### config.mk
export PLATFORM = sky130hd
export DESIGN_NAME = tdm_bus_switch
export DESIGN_NICKNAME = d
export VERILOG_FILES = /design/src/rtl/tdm_sw_pkg.sv /design/src/rtl/tdm_slot_counter.sv /design/src/rtl/tdm_sched_table.sv /design/src/rtl/tdm_crossbar.sv /design/src/rtl/tdm_bus_switch.sv
export SDC_FILE = /design/constraint.sdc
export NUM_CORES = 1
export LEC_CHECK = 0
export BUFFER_PORTS_ARGS = -buffer_cell sky130_fd_sc_hd__clkbuf_2
export CORE_MARGIN = 4
export CORE_UTILIZATION = 45
export CTS_CLUSTER_DIAMETER = 150
export DETAILED_ROUTE_END_ITERATION = 6
export PLACE_DENSITY = 0.79
export SLEW_MARGIN = 20
export SYNTH_ARGS = -nofsm -noshare
export SYNTH_HDL_FRONTEND = slang
export SYNTH_SLANG_ARGS = --single-unit
### constraint.sdc
create_clock -name clk -period 6.3 [get_ports clk]
set_input_delay 1.89 -clock clk [delete_from_list [all_inputs] [get_ports clk]]
set_output_delay 1.89 -clock clk [all_outputs]
set_load 0.05 [all_outputs]
### src/rtl/tdm_sw_pkg.sv
package tdm_sw_pkg;
  // Index width that stays at least one bit for a count of one.
  function automatic int unsigned idx_w(input int unsigned n);
    return (n > 1) ? $clog2(n) : 1;
  endfunction
endpackage

### src/rtl/tdm_slot_counter.sv
module tdm_slot_counter #(
  parameter int unsigned SLOTS = 8,
  localparam int unsigned SW = tdm_sw_pkg::idx_w(SLOTS)
) (
  input  logic          clk,
  input  logic          rst,
  output logic [SW-1:0] slot,
  output logic          wrap
);
  localparam logic [SW-1:0] LAST = SW'(SLOTS - 1);

  assign wrap = (slot == LAST);

  always_ff @(posedge clk) begin
    if (rst)       slot <= '0;
    else if (wrap) slot <= '0;
    else           slot <= slot + SW'(1);
  end
endmodule

### src/rtl/tdm_sched_table.sv
module tdm_sched_table #(
  parameter int unsigned NPORTS = 4,
  parameter int unsigned SLOTS  = 8,
  localparam int unsigned PW = tdm_sw_pkg::idx_w(NPORTS),
  localparam int unsigned SW = tdm_sw_pkg::idx_w(SLOTS),
  localparam int unsigned EW = NPORTS + PW + 1
) (
  input  logic          clk,
  input  logic          rst,
  input  logic          we,
  input  logic [SW-1:0] waddr,
  input  logic [EW-1:0] wentry,
  input  logic          wrap,
  input  logic [SW-1:0] raddr,
  output logic [EW-1:0] rentry
);
  logic [EW-1:0] shadow [SLOTS];
  logic [EW-1:0] active [SLOTS];

  // Software side: one write port into the shadow copy.
  always_ff @(posedge clk) begin
    if (rst) begin
      for (int i = 0; i < SLOTS; i++) shadow[i] <= '0;
    end else if (we) begin
      shadow[waddr] <= wentry;
    end
  end

  // Running side: whole-table swap at the period boundary.
  always_ff @(posedge clk) begin
    if (rst) begin
      for (int i = 0; i < SLOTS; i++) active[i] <= '0;
    end else if (wrap) begin
      for (int i = 0; i < SLOTS; i++) active[i] <= shadow[i];
    end
  end

  assign rentry = active[raddr];
endmodule

### src/rtl/tdm_crossbar.sv
module tdm_crossbar #(
  parameter int unsigned NPORTS = 4,
  parameter int unsigned DW     = 32,
  localparam int unsigned PW = tdm_sw_pkg::idx_w(NPORTS),
  localparam int unsigned EW = NPORTS + PW + 1
) (
  input  logic                 clk,
  input  logic                 rst,
  input  logic [EW-1:0]        entry,
  input  logic [NPORTS*DW-1:0] in_data,
  input  logic [NPORTS-1:0]    in_valid,
  output logic [NPORTS*DW-1:0] out_data,
  output logic [NPORTS-1:0]    out_valid
);
  localparam int unsigned SRC_LSB = NPORTS;
  localparam int unsigned EN_BIT  = NPORTS + PW;
  localparam logic [PW:0] NP_L    = (PW + 1)'(NPORTS);

  logic [NPORTS-1:0] mask;
  logic [PW-1:0]     src;
  logic              en;
  logic              sel_v;
  logic [DW-1:0]     sel_d;

  assign mask = entry[NPORTS-1:0];
  assign src  = entry[SRC_LSB +: PW];
  assign en   = entry[EN_BIT];

  // One source mux shared by all destinations.
  always_comb begin
    sel_v = 1'b0;
    sel_d = '0;
    if (en && ({1'b0, src} < NP_L)) begin
      sel_v = in_valid[src];
      sel_d = in_data[int'(src)*DW +: DW];
    end
  end

  for (genvar d = 0; d < NPORTS; d++) begin : g_dest
    always_ff @(posedge clk) begin
      if (rst) begin
        out_valid[d]          <= 1'b0;
        out_data[d*DW +: DW]  <= '0;
      end else if (mask[d] && sel_v) begin
        out_valid[d]          <= 1'b1;
        out_data[d*DW +: DW]  <= sel_d;
      end else begin
        out_valid[d]          <= 1'b0;
        out_data[d*DW +: DW]  <= '0;
      end
    end
  end
endmodule

### src/rtl/tdm_bus_switch.sv
module tdm_bus_switch #(
  parameter int unsigned NPORTS = 4,
  parameter int unsigned DW     = 32,
  parameter int unsigned SLOTS  = 8,
  localparam int unsigned PW = tdm_sw_pkg::idx_w(NPORTS),
  localparam int unsigned SW = tdm_sw_pkg::idx_w(SLOTS),
  localparam int unsigned EW = NPORTS + PW + 1
) (
  input  logic                 clk,
  input  logic                 rst,
  input  logic                 cfg_we,
  input  logic [SW-1:0]        cfg_slot,
  input  logic [PW-1:0]        cfg_src,
  input  logic [NPORTS-1:0]    cfg_mask,
  input  logic                 cfg_en,
  input  logic [NPORTS*DW-1:0] in_data,
  input  logic [NPORTS-1:0]    in_valid,
  output logic [NPORTS*DW-1:0] out_data,
  output logic [NPORTS-1:0]    out_valid,
  output logic [SW-1:0]        slot_idx
);
  logic          wrap;
  logic [EW-1:0] cur_entry;

  tdm_slot_counter #(.SLOTS(SLOTS)) u_cnt (
    .clk  (clk),
    .rst  (rst),
    .slot (slot_idx),
    .wrap (wrap)
  );

  tdm_sched_table #(.NPORTS(NPORTS), .SLOTS(SLOTS)) u_tab (
    .clk    (clk),
    .rst    (rst),
    .we     (cfg_we),
    .waddr  (cfg_slot),
    .wentry ({cfg_en, cfg_src, cfg_mask}),
    .wrap   (wrap),
    .raddr  (slot_idx),
    .rentry (cur_entry)
  );

  tdm_crossbar #(.NPORTS(NPORTS), .DW(DW)) u_xbar (
    .clk       (clk),
    .rst       (rst),
    .entry     (cur_entry),
    .in_data   (in_data),
    .in_valid  (in_valid),
    .out_data  (out_data),
    .out_valid (out_valid)
  );
endmodule

==> results of run 1 <==
-- power by group --
group          internal (mW)  leakage, nW  total (mW)  switching [mW]
sequential              1.74         2.20        1.76          0.0226
clock                  0.899        0.430        1.48           0.583
combinational          0.181         2.55       0.547           0.367
-- kinds of logic after synthesis --
family                   after synthesis
adder cells (fa/ha/maj)                2
AND/OR/NAND/NOR                      276
AO/OA/AOI/OAI                          4
multiplexers                         118
flip-flops                           247
buffers and inverters                 53
-- sequential cells by signal, summed over array words and instances, names as in the netlist --
signal	cells
u_xbar.out_data	128
u_tab.active	56
u_tab.shadow	56
u_xbar.out_valid	4
u_cnt.slot	3
-- routing by layer --
layer | vias up | routed length, um | share of wire, %
li1 | 3022 | - | -
met1 | 2959 | 9100 | 39
met3 | 36 | 1500 | 6.5
met5 | - | 0 | 0
met2 | 195 | 12000 | 52
met4 | 0 | 493 | 2.1
-- per-stage QoR --
| step | area (sq um) | hold slack [ps] | power [mW] | utilization (%) | std cells |
|---|---|---|---|---|---|
| after CTS | 12000 | 518 | 3.82 | 57.1 | 1255 |
| final | 12000 | 515 | 3.79 | 57.2 | 1256 |
| after floorplan | 9630 | 497 | 2.20 | - | 700 |
| after global routing | 12000 | 529 | 3.93 | 57.1 | 1255 |
| after global placement | 11200 | 500 | 2.34 | 53.1 | 1210 |
| after detailed placement | 11200 | 505 | 2.35 | 53.1 | 1210 |
-- area by class of cell --
type | instances | area, sq um | area share (%)
multi-input cells | 400 | 3290 | 27.4
well taps | 275 | 344 | 2.86
diodes | 1 | 2.50 | 0.0208
flip-flops and latches | 247 | 6070 | 50.5
clock inverters | 8 | 67.6 | 0.562
clock buffers | 37 | 783 | 6.52
inverters | 2 | 7.51 | 0.0625
repair buffers | 286 | 1450 | 12.1
-- how the worst max path moves through the flow --
stage          slack, ps  cells past startpoint                      from                          endpoint
2_1_floorplan       2880                      4                       rst  u_tab.shadow[0][0]$_SDFFCE_PN0P_
3_3_place_gp        2430                      4                       rst  u_tab.shadow[0][2]$_SDFFCE_PN0P_
3_5_place_dp        2320                      4                       rst  u_tab.shadow[0][0]$_SDFFCE_PN0P_
4_1_cts             2570                      6  u_cnt.slot[1]$_SDFF_PP0_    u_xbar.out_data[99]$_SDFF_PP0_
5_1_grt             2450                      7  u_cnt.slot[0]$_SDFF_PP0_   u_xbar.out_data[118]$_SDFF_PP0_
6_report            2650                      6  u_cnt.slot[1]$_SDFF_PP0_    u_xbar.out_data[99]$_SDFF_PP0_
-- cell usage in the layout, fill, tap and decap left out, drive strengths merged, types with 10 or more instances in the layout --
master,n
mux2i,76
dfxtp,135
edfxtp,112
mux4,13
nor2,13
nor2b,15
mux2,29
or2,10
nor3,130
clkbuf,316
and2,98
==> flow_metrics.env, run 1 <==
export IMPL_crit_slowest_cell="dfxtp_1"
export IMPL_antenna_left=0
export IMPL_wl_per_cell_um=18.4
export IMPL_h_tree_depth=1
export IMPL_clockRootBuffer="clkbuf_16"
export IMPL_reg2reg_depth=6
export IMPL_use_met3_pct=3.47
export IMPL_hold_depth=1
export IMPL_antenna_found_initial=0
export IMPL_start_util_pct=45.8
export IMPL_finalWorstSetupSlack_ps=2650
export IMPL_synth_xor_area_share_pct=0
export IMPL_drt_initial_drc_count=336
export IMPL_p_leak_nw=5.19
export IMPL_viasPerCell=4.95
export IMPL_clk_latency_ps=510
export IMPL_tightest_slew_ps=966
export IMPL_path_cells="mux4_2 > mux2i_4 > buf_4 > nand2b_1 > o22a_1 > nor3_1"
export IMPL_hpwl_um=16400
export IMPL_maxSlewViolCount=0
export IMPL_max_slew_margin_pct=35.6
export IMPL_synthTopCellsByCount="dfxtp_1, edfxtp_1, and2_1"
export IMPL_status="finished clean"
export IMPL_cellPowerDensity_nw_per_um2=315
export IMPL_ys_seq_area_share_pct=63.0
export IMPL_ys_ff_latch=247
export IMPL_grt_pass1_vias=6338
export IMPL_cp_data_required_time_ps=6720
export IMPL_netlist_top_cells_area="edfxtp_1, dfxtp_1, mux2i_1"
export IMPL_synth_simple_gate_area_share_pct=18.9
export IMPL_netlist_instances=700
export IMPL_synth_top_family_by_area="simple AND/OR/NAND/NOR gates"
export IMPL_postCtsHoldBufs=0
export IMPL_yosys_area_top_type="edfxtp_1"
export IMPL_met1_usage_pct=22.7
export IMPL_tns_ps=0
export IMPL_critPathKind="flip-flop to flip-flop"
export IMPL_grt_pass1_wl_um=35600
export IMPL_fin_crit_sh_pct=57.9
export IMPL_synth_compound_area_share_pct=0.364
export IMPL_crit_path_start_kind="flip-flop"
export IMPL_place_ws_ps=2320
export IMPL_via_count=6212
export IMPL_rsz0062_at_grt="false"
export IMPL_synth_ff_type="dfxtp_1"
export IMPL_synth_edf_count=112
export IMPL_syn_cell_area_sq_um=9630
export IMPL_post_cts_setup_buffers=0
export IMPL_firstDrtPassIters=4
export IMPL_grt_max_degree=133
export IMPL_drive_above_1_share_pct=45.1
export IMPL_num_fill_cells=1696
export IMPL_gp_congestion=0.783
export IMPL_busiest_layer="met2"
export IMPL_hp_class="flip-flop to flip-flop"
export IMPL_avgSynthCellArea_sq_um=13.8
export IMPL_worstPathArrival_ps=4060
export IMPL_ys_async_sr_fraction_pct=0
export IMPL_worst_path_max_fanout=44
export IMPL_ir_worst_vdd_mv=0.248
export IMPL_ys_warn_count=0
export IMPL_setup_violations=0
export IMPL_synth_distinct_cells=26
export IMPL_track_usage_pct=18.8
export IMPL_cts_tree="done"
export IMPL_synth_area_mux_share_pct=14.5
export IMPL_crit_path_end_kind="flip-flop"
export IMPL_routed_wl_um=23100
export IMPL_syn2layout_area_growth_pct=24.8
export IMPL_layout_min_cycle_time_ps=3650
export IMPL_cap_violations=0
export IMPL_die_h_um=154
export IMPL_die_area_sq_um=23800
export IMPL_reg2reg_to="u_xbar.out_data[99]$_SDFF_PP0_"
export IMPL_fin_nets=1109
export IMPL_holdCritStartpoint="u_tab.shadow[4][0]$_SDFFCE_PN0P_"
export IMPL_die_w_um=154
export IMPL_clockBufferDepth=3
export IMPL_ff2ff_setup_slack_ps=2650
export IMPL_synth_top_area_share_pct=34.9
export IMPL_cts_sinks=247
export IMPL_route_detailed_drc=0
export IMPL_synth_nets=847
export IMPL_io_pins=280
export IMPL_cpPeakStageDelay_ps=820
export IMPL_hold_viol_final=0
export IMPL_fmax_mhz=274
export IMPL_port_buffers=279
export IMPL_synth_adder_area_share_pct=0.260
export IMPL_rr_startpoint="u_cnt.slot[1]$_SDFF_PP0_"
export IMPL_yosysMostFrequentCell="dfxtp_1"
export IMPL_clock_skew_ps=6.66
export IMPL_grtUsageMet2_pct=34.5
export IMPL_path_delay_family="multiplexers"
export IMPL_clkTransAtPathRegs_ps=60
export IMPL_cts_resized=0
export IMPL_min_to="u_tab.active[4][0]$_SDFFCE_PN0P_"
export IMPL_numCtsBuffers=25
export IMPL_grt_ovfl_total=0
export IMPL_core_sq_um=21000
export IMPL_cp_buffers_inverters=1
export IMPL_num_rows=53
No activity file was read; power rests on OpenSTA's default activity.
==> inputs of run 2 (changes only) <==
ABC_AREA = 1   (was default)
PLACE_DENSITY = 0.82   (was 0.79)
clock period = 3 ns   (was 6.3 ns; I/O delays follow)
==> run 2 against run 1 <==
Effect of this change: synthesized cell count increased by 46%; utilization grew 0.96 points; final cell count grew 27%; first-iteration DRC count increased to 2.8 times the previous value; routed wire length rose by 20%; combinational power increased to 2.6 times the previous value.
==> flow_metrics.env, run 2 <==
export IMPL_status="finished clean"
export IMPL_clock_skew_ps=13.6
export IMPL_crit_path_start_kind="flip-flop"
export IMPL_grt_ovfl_total=0
export IMPL_core_sq_um=20500
export IMPL_regMostFlops="u_xbar.out_data"
export IMPL_die_h_um=153
export IMPL_cellPowerDensity_nw_per_um2=687
export IMPL_fin_nets=1450
export IMPL_wl_met1_um=9720
export IMPL_worstPathArrival_ps=2860
export IMPL_tightest_slew_ps=706
export IMPL_hold_viol_final=0
export IMPL_setup_violations=0
export IMPL_critPathKind="flip-flop to flip-flop"
export IMPL_netlist_top_cells_area="edfxtp_1, dfxtp_1, nor2_1"
export IMPL_num_rows=52
export IMPL_track_usage_pct=22.5
export IMPL_ir_worst_vdd_mv=0.464
export IMPL_netlist_instances=1025
export IMPL_cp_buffers_inverters=2
export IMPL_route_detailed_drc=0
export IMPL_dr_wl_met2_um=14900
export IMPL_post_cts_setup_buffers=0
export IMPL_yosys_area_top_type="edfxtp_1"
export IMPL_ys_async_sr_fraction_pct=0
export IMPL_ys_seq_area_share_pct=63.7
export IMPL_crit_path_end_kind="flip-flop"
export IMPL_crit_top_cell="nand3_1"
export IMPL_place_area_sq_um=11100
export IMPL_final_area_sq_um=11900
export IMPL_fin_util_pct=58.1
export IMPL_cpPeakStageDelay_ps=600
export IMPL_hp_class="flip-flop to flip-flop"
export IMPL_ys_ff_latch=247
export IMPL_p_leak_nw=5.87
export IMPL_crit_slowest_cell="inv_2"
export IMPL_maxSlewViolCount=0
export IMPL_port_buffers=279
export IMPL_drive_above_1_share_pct=27.4
export IMPL_worst_path_stages=9
export IMPL_via_count=7843
export IMPL_grt_pass1_wl_um=42100
export IMPL_synth_distinct_cells=25
export IMPL_io_pins=280
export IMPL_yosysMostFrequentCell="nor2_1"
export IMPL_synth_edf_count=112
export IMPL_start_util_pct=46.4
export IMPL_die_area_sq_um=23500
export IMPL_clk_latency_ps=510
export IMPL_synthTopCellsByCount="nor2_1, nand2_1, dfxtp_1"
export IMPL_postCtsHoldBufs=0
export IMPL_antenna_found_initial=3
export IMPL_numCtsBuffers=24
export IMPL_wl_met3_um=2290
export IMPL_cts_resized=0
export IMPL_grt_max_degree=54
export IMPL_topRoutingLayerUsed="met4"
export IMPL_reg2reg_depth=9
export IMPL_synth_nets=1172
export IMPL_syn2layout_area_growth_pct=25.1
export IMPL_worst_path_max_fanout=42
export IMPL_fmax_mhz=411
export IMPL_cap_violations=0
export IMPL_largest_reg_flops=128
export IMPL_cts_tree="done"
export IMPL_clockRootBuffer="clkbuf_16"
export IMPL_cp_data_required_time_ps=3430
export IMPL_ys_warn_count=0
export IMPL_hold_ws_ps=538
export IMPL_layout_min_cycle_time_ps=2440
export IMPL_hpwl_um=20400
export IMPL_mostFrequentLayoutCells="clkbuf_2, nor2_1, nand2_1"
export IMPL_hold_depth=2
export IMPL_rsz0062_at_grt="false"
export IMPL_routed_wl_um=27700
export IMPL_syn_cell_area_sq_um=9520
export IMPL_layout_commonest_cell="clkbuf_2"
export IMPL_num_fill_cells=1744
export IMPL_synth_top_area_share_pct=35.3
export IMPL_reg_top3="u_xbar.out_data x128, u_tab.active x56, u_tab.shadow x56"
export IMPL_firstDrtPassIters=5
export IMPL_die_w_um=153
export IMPL_antenna_left=0
export IMPL_synth_ff_type="dfxtp_1"
export IMPL_path_cells="buf_4 > nand3_1 > nand3_2 > nand2_2 > inv_2 > nand2_1 > nand3_1 > nand3_1 > nor2_1"
export IMPL_max_slew_margin_pct=52.9
export IMPL_viasPerCell=4.93
export IMPL_final_cell_count_no_fill=1592
export IMPL_clockBufferDepth=3
export IMPL_wl_per_cell_um=17.4
export IMPL_tns_ps=0
export IMPL_grt_pass1_vias=7737
export IMPL_h_tree_depth=1
export IMPL_path_delay_family="simple AND/OR/NAND/NOR gates"
export IMPL_dp_cells=1547
export IMPL_cts_sinks=247
export IMPL_avgSynthCellArea_sq_um=9.29
export IMPL_fin_crit_sh_pct=81.2
export IMPL_gp_congestion=0.997
export IMPL_drt_initial_drc_count=927
export IMPL_clkTransAtPathRegs_ps=60
[run 2: per-layer routing]
metal / vias up / track usage [%]
li1: 3760 / -
met1: 3667 / 24.5
met2: 360 / 42.8
met3: 56 / 4.64
met4: 0 / 7.99
met5: - / 0
[run 2: layout make-up]
type / instances / area (sq um) / area share (%)
tap: 270 / 338 / 2.84
sequential: 247 / 6070 / 50.9
timing repair buffer: 300 / 1580 / 13.3
clock inverter: 6 / 33.8 / 0.284
multi-input combinational: 620 / 2690 / 22.6
inverter: 110 / 414 / 3.48
antenna: 3 / 7.51 / 0.0630
clock buffer: 36 / 781 / 6.56
[run 2: final timing paths]
check | end | slack [ps] | from
worst max-delay path | u_xbar.out_data[100]$_SDFF_PP0_ | 560 | u_cnt.slot[1]$_SDFF_PP0_
worst min-delay path | u_tab.active[7][0]$_SDFFCE_PP0P_ | 540 | u_tab.shadow[7][0]$_SDFFCE_PN0P_
worst max register to register | u_xbar.out_data[100]$_SDFF_PP0_ | 560 | u_cnt.slot[1]$_SDFF_PP0_
worst min register to register | u_tab.active[7][0]$_SDFFCE_PP0P_ | 540 | u_tab.shadow[7][0]$_SDFFCE_PN0P_
[run 2: stage by stage]
step           power [mW]  worst slack (ps)
2_1_floorplan        4.82               605
3_3_place_gp         5.20               556
3_5_place_dp         5.24               533
4_1_cts              8.23               575
5_1_grt              8.52               313
6_report             8.19               565
[run 2: where the power goes]
group	leakage [nW]	switching [mW]	internal, mW
sequential	2.20	0.0617	3.67
clock	0.411	1.22	1.80
combinational	3.26	1.07	0.368
[run 2: kinds of logic after synthesis]
| group | Yosys count | share of synthesized area (%) |
|---|---|---|
| and+or+nand+nor | 585 | 26.2 |
| DFF | 247 | 63.7 |
| buffers and inverters | 158 | 8.00 |
| AOI/OAI and AO/OA | 33 | 1.81 |
| adders and majority gates | 2 | 0.263 |
[run 2: worst register-to-register path, stage by stage, from the launching register on]
cell and delay (ps):
dfxtp_1 550, buf_4 190, nand3_1 80, nand3_2 90, nand2_2 240, inv_2 600, nand2_1 130, nand3_1 120
nand3_1 200, nor2_1 160
